<file path="src/rtl/wp_gate_pkg.sv">
package wp_gate_pkg;

    localparam int unsigned KEY_W     = 32;
    localparam int unsigned NUM_KEYS  = 2;
    localparam logic [KEY_W-1:0] KEY0_MAGIC = 32'h83E7_0B13;
    localparam logic [KEY_W-1:0] KEY1_MAGIC = 32'h95A4_F1E0;

    typedef enum logic [1:0] {
        ST_LOCKED = 2'd0,
        ST_ARMED  = 2'd1,
        ST_OPEN   = 2'd2
    } gate_state_e;

    typedef enum logic [1:0] {
        WR_NONE  = 2'd0,
        WR_KEY0  = 2'd1,
        WR_KEY1  = 2'd2,
        WR_OTHER = 2'd3
    } wr_kind_e;

    typedef struct packed {
        wr_kind_e kind;
        logic     magic_ok;
    } wr_class_t;

    function automatic gate_state_e gate_next(gate_state_e cur, wr_class_t c);
        gate_state_e nxt;
        nxt = cur;
        case (c.kind)
            WR_KEY0: nxt = c.magic_ok ? ST_ARMED : ST_LOCKED;
            WR_KEY1: nxt = (c.magic_ok && cur == ST_ARMED) ? ST_OPEN : ST_LOCKED;
            default: nxt = cur;
        endcase
        return nxt;
    endfunction

endpackage

</file>
<file path="src/rtl/wp_key_decode.sv">
module wp_key_decode
    import wp_gate_pkg::*;
#(
    parameter int unsigned ADDR_W = 8,
    parameter logic [ADDR_W-1:0] KEY0_ADDR = 'h6C,
    parameter logic [ADDR_W-1:0] KEY1_ADDR = 'h70,
    parameter logic [KEY_W-1:0] KEY0_VALUE = KEY0_MAGIC,
    parameter logic [KEY_W-1:0] KEY1_VALUE = KEY1_MAGIC
) (
    input  logic              wr_valid,
    input  logic [ADDR_W-1:0] wr_addr,
    input  logic [KEY_W-1:0]  wr_data,
    output wr_class_t         wr_class
);
    localparam logic [NUM_KEYS*ADDR_W-1:0] KEY_ADDRS = {KEY1_ADDR, KEY0_ADDR};
    localparam logic [NUM_KEYS*KEY_W-1:0]  KEY_VALS  = {KEY1_VALUE, KEY0_VALUE};

    logic [NUM_KEYS-1:0] hit;
    logic [NUM_KEYS-1:0] good;

    for (genvar k = 0; k < NUM_KEYS; k++) begin : g_key
        assign hit[k]  = wr_valid && (wr_addr == KEY_ADDRS[k*ADDR_W +: ADDR_W]);
        assign good[k] = (wr_data == KEY_VALS[k*KEY_W +: KEY_W]);
    end

    always_comb begin
        wr_class.magic_ok = 1'b0;
        if (!wr_valid) begin
            wr_class.kind = WR_NONE;
        end else if (hit[0]) begin
            wr_class.kind     = WR_KEY0;
            wr_class.magic_ok = good[0];
        end else if (hit[1]) begin
            wr_class.kind     = WR_KEY1;
            wr_class.magic_ok = good[1];
        end else begin
            wr_class.kind = WR_OTHER;
        end
    end
endmodule

</file>
<file path="src/rtl/wp_key_fsm.sv">
module wp_key_fsm
    import wp_gate_pkg::*;
(
    input  logic        clk,
    input  logic        rst,
    input  wr_class_t   wr_class,
    output gate_state_e state
);
    always_ff @(posedge clk) begin
        if (rst) state <= ST_LOCKED;
        else     state <= gate_next(state, wr_class);
    end
endmodule

</file>
<file path="src/rtl/wp_write_gate.sv">
module wp_write_gate
    import wp_gate_pkg::*;
(
    input  logic        clk,
    input  logic        rst,
    input  wr_class_t   wr_class,
    input  gate_state_e state,
    output logic        wr_permit,
    output logic        wr_violation
);
    logic refused;

    always_comb begin
        case (wr_class.kind)
            WR_KEY0, WR_KEY1: wr_permit = 1'b1;
            WR_OTHER:         wr_permit = (state == ST_OPEN);
            default:          wr_permit = 1'b0;
        endcase
        refused = (wr_class.kind == WR_OTHER) && (state != ST_OPEN);
    end

    always_ff @(posedge clk) begin
        if (rst)          wr_violation <= 1'b0;
        else if (refused) wr_violation <= 1'b1;
    end
endmodule

</file>
<file path="src/rtl/wp_gate.sv">
module wp_gate
    import wp_gate_pkg::*;
#(
    parameter int unsigned ADDR_W = 8,
    parameter logic [ADDR_W-1:0] KEY0_ADDR = 'h6C,
    parameter logic [ADDR_W-1:0] KEY1_ADDR = 'h70,
    parameter logic [KEY_W-1:0] KEY0_VALUE = KEY0_MAGIC,
    parameter logic [KEY_W-1:0] KEY1_VALUE = KEY1_MAGIC
) (
    input  logic              clk,
    input  logic              rst,
    input  logic              wr_valid,
    input  logic [ADDR_W-1:0] wr_addr,
    input  logic [KEY_W-1:0]  wr_data,
    output logic              wr_permit,
    output logic              unlocked,
    output logic              wr_violation
);
    wr_class_t   cls;
    gate_state_e state;

    wp_key_decode #(
        .ADDR_W(ADDR_W), .KEY0_ADDR(KEY0_ADDR), .KEY1_ADDR(KEY1_ADDR),
        .KEY0_VALUE(KEY0_VALUE), .KEY1_VALUE(KEY1_VALUE)
    ) i_decode (
        .wr_valid(wr_valid), .wr_addr(wr_addr), .wr_data(wr_data), .wr_class(cls)
    );

    wp_key_fsm i_fsm (
        .clk(clk), .rst(rst), .wr_class(cls), .state(state)
    );

    wp_write_gate i_gate (
        .clk(clk), .rst(rst), .wr_class(cls), .state(state),
        .wr_permit(wr_permit), .wr_violation(wr_violation)
    );

    assign unlocked = (state == ST_OPEN);
endmodule

</file>
<file path="config.mk">
export PLATFORM = sky130hd
export DESIGN_NAME = wp_gate
export DESIGN_NICKNAME = d
export VERILOG_FILES = /design/src/rtl/wp_gate_pkg.sv /design/src/rtl/wp_key_decode.sv /design/src/rtl/wp_key_fsm.sv /design/src/rtl/wp_write_gate.sv /design/src/rtl/wp_gate.sv
export SDC_FILE = /design/constraint.sdc
export NUM_CORES = 1
export LEC_CHECK = 0
export BUFFER_PORTS_ARGS = -buffer_cell sky130_fd_sc_hd__buf_4
export CAP_MARGIN = 20
export CORE_AREA = 2 2 39 41
export CTS_CLUSTER_DIAMETER = 30
export DETAILED_ROUTE_END_ITERATION = 10
export DIE_AREA = 0 0 41 43
export GPL_ROUTABILITY_DRIVEN = 0
export GPL_TIMING_DRIVEN = 0
export MAX_ROUTING_LAYER = met4
export PLACE_DENSITY = 0.85
export SYNTH_ARGS = -nofsm -noshare
export SYNTH_HDL_FRONTEND = slang
export SYNTH_HIERARCHICAL = 1
export SYNTH_SLANG_ARGS = --single-unit
</file>
<file path="constraint.sdc">
create_clock -name clk -period 5.5 [get_ports clk]
set_input_delay 1.1 -clock clk [delete_from_list [all_inputs] [get_ports clk]]
set_output_delay 1.1 -clock clk [all_outputs]
set_load 0.02 [all_outputs]
</file>
==> run_results.csv <==
group,metric,value,unit
timing,finalMaxSlewViolations,0,
logic_synthesis,postSynthCellCount,53,
finish,fillers,146,
cts,ctsResizeCount,0,
finish,syn2layout_area_growth,93.6,%
cts,hold_buffers,0,
global_routing,first_global_vias,607,
global_routing,grt_usage,0.159,
finish,drive_above_1_share,0.500,
worst_setup_path,r2r_cells,2,
cts,cts_tree,"built",
timing,fin_crit,3930,ps
cts,clockBufferDepth,2,
floorplan,initial_core_util,0.297,
floorplan,fp-row-count,14,
finish,multi_input_area,332,sq um
finish,final_nets,149,
cts,cts.htree.levels,1,
timing,max_freq,0.254,GHz
logic_synthesis,ys_seq_area_frac,0.146,
logic_synthesis,syn-num-nets,99,
timing,hold_violations,0,
timing,min_period_over_period,0.715,
routing,drtIter0Drc,2,
finish,regArea,60.1,sq um
routing,drt-pass1-iter-count,2,
logic_synthesis,synth_area_leader_cell,"dfxtp_1",
logic_synthesis,ys_types,25,
worst_hold_path,hp-start,"i_gate/wr_violation",
logic_synthesis,ys_ff_latch,3,
finish,post-route-util,0.574,
place,dp_hpwl,1130,microns
logic_synthesis,synth-edff-count,0,
cts,cts_made_buffers,3,
logic_synthesis,yosys_warnings,6,
timing,skew,2.01,ps
worst_setup_path,cp_max_fo,3,
logic_synthesis,synth.area.top_cells,"dfxtp_1, ha_1, nor4_1",
worst_setup_path,path_class,"in -> out",
routing,remaining_drc_errors,0,
run_status,status,"finished clean",
place,port_buffers,45,
worst_setup_path,critPathArrivalTime,2830,ps
cts,path_clk_slew,40,ps
power,power.leakage,0.365,nW
routing,ant_nets,0,
timing,setup_viol,0,
logic_synthesis,syn_area_per_cell,7.74,sq um
floorplan,ios,46,
worst_setup_path,r2r_end,"i_fsm/state[1]",
routing,routedWlPerCell,10.5,microns
floorplan,core_region_area,1380,sq um
cts,post_cts_buffers,0,
power,finalPower,100,uW
worst_hold_path,min_to,"i_gate/wr_violation",
routing,finalWirelength,1240,microns
timing,worstMarginPinSlew,373,ps
worst_setup_path,reg2reg_setup_slack,4580,ps
worst_setup_path,cp-start-kind,"primary input",
logic_synthesis,synth_top_flop_cell,"dfxtp_1",
floorplan,die_width,41,microns
floorplan,die_area,1760,sq um
global_routing,grt_max_degree,6,
logic_synthesis,synth_async_sr_flop_share,0,
global_routing,antenna_found_initial,0,
finish,antenna_cells,0,
worst_setup_path,r2r_start,"i_fsm/state[0]",
logic_synthesis,syn_area,410,sq um
worst_hold_path,hold_class,"reg -> reg",
power,vdd_ir_drop_max,0.0573,mV
floorplan,die_height,43,microns
logic_synthesis,synth_common_cells,"nand2_1, inv_1, nor4_1, nand4_1",
worst_setup_path,required,4400,ps
job,max-cap-violations,0,
cts,cts_sinks,3,
timing,slew_headroom,0.749,
power,pwr_density_cell,126,nW/um^2
global_routing,grt_overflow,0,
cts,clock_latency,230,ps
routing,vias_per_cell,5.19,
cts,root_buffer,"clkbuf_4",
routing,vias,612,
global_routing,grt_pass1_wl,1940,microns
worst_setup_path,end_kind,"output port",
logic_synthesis,yosysMostFrequentCell,"nand2_1",
timing,tns,0,ps
logic_synthesis,synth_top_area_share,0.146,
timing,rsz0062_at_grt,"false",
worst_hold_path,min_path_cells,2,
[worst max-delay path: stages]
cell and delay, ps:
buf_4 110, or4b_1 540, nor4b_2 290, and2b_2 270
inv_1 50, ha_1 210, inv_1 50, a21oi_1 50
buf_4 150
[state kept, by name, indices dropped and copies added, names as in the netlist]
signal and cells:
i_fsm/state 2, i_gate/wr_violation 1
[area by class of cell]
cell class / instances / area share
Tap cell: 16 / 0.0252
Timing Repair Buffer: 45 / 0.425
Clock buffer: 4 / 0.0331
Inverter: 5 / 0.0236
Multi-Input combinational cell: 45 / 0.417
Sequential cell: 3 / 0.0756
[worst max path at each step]
stage	startpoint	to	slack, ps
4_1_cts	wr_addr[7]	wr_permit	1570
3_3_place_gp	wr_addr[7]	wr_permit	1600
3_5_place_dp	wr_addr[7]	wr_permit	1570
6_report	wr_addr[7]	wr_permit	1570
5_1_grt	wr_addr[7]	wr_permit	1530
2_1_floorplan	wr_addr[7]	wr_permit	1760
[layer usage]
metal,vias to the layer above,GRT usage,share of wire
met5,-,-,0
met4,0,0.107,0.0097
met3,2,0.0157,0.095
met2,29,0.294,0.56
met1,275,0.133,0.34
li1,306,-,-
[cell families after synthesis]
family / count (synthesis) / synth area share
AOI/OAI and AO/OA: 6 / 0.0915
adders and majority gates: 3 / 0.0915
buffers and inverters: 5 / 0.0457
and+or+nand+nor: 36 / 0.625
DFF: 3 / 0.146
[cell usage in the layout, fill, tap and decap left out, types with 2 or more instances in the layout]
master and n:
buf_4 45, nand2_1 6, nor4_1 5, inv_1 5, nand4_1 4, clkbuf_4 3, or4b_1 3, nand2b_1 3
a21oi_1 3, ha_1 3, dfxtp_1 3, nand4b_1 2, nand3b_1 2
[metrics by stage]
stage | hold WS, ps | instance area, sq um | worst slack, ps | instances
global placement | 461 | 768 | 1600 | 114
floorplan | 479 | 410 | 1760 | 53
detailed placement | 473 | 768 | 1570 | 114
global route | 518 | 795 | 1530 | 118
CTS | 481 | 795 | 1570 | 118
finish | 477 | 795 | 1570 | 118
[where the power goes]
group / internal (mW) / switching (mW)
Clock: 0.0272 / 0.0117
Combinational: 0.0256 / 0.0131
Sequential: 0.0225 / 0.000301
Total: 0.0753 / 0.0251
Power figures use the tool's default switching activity.
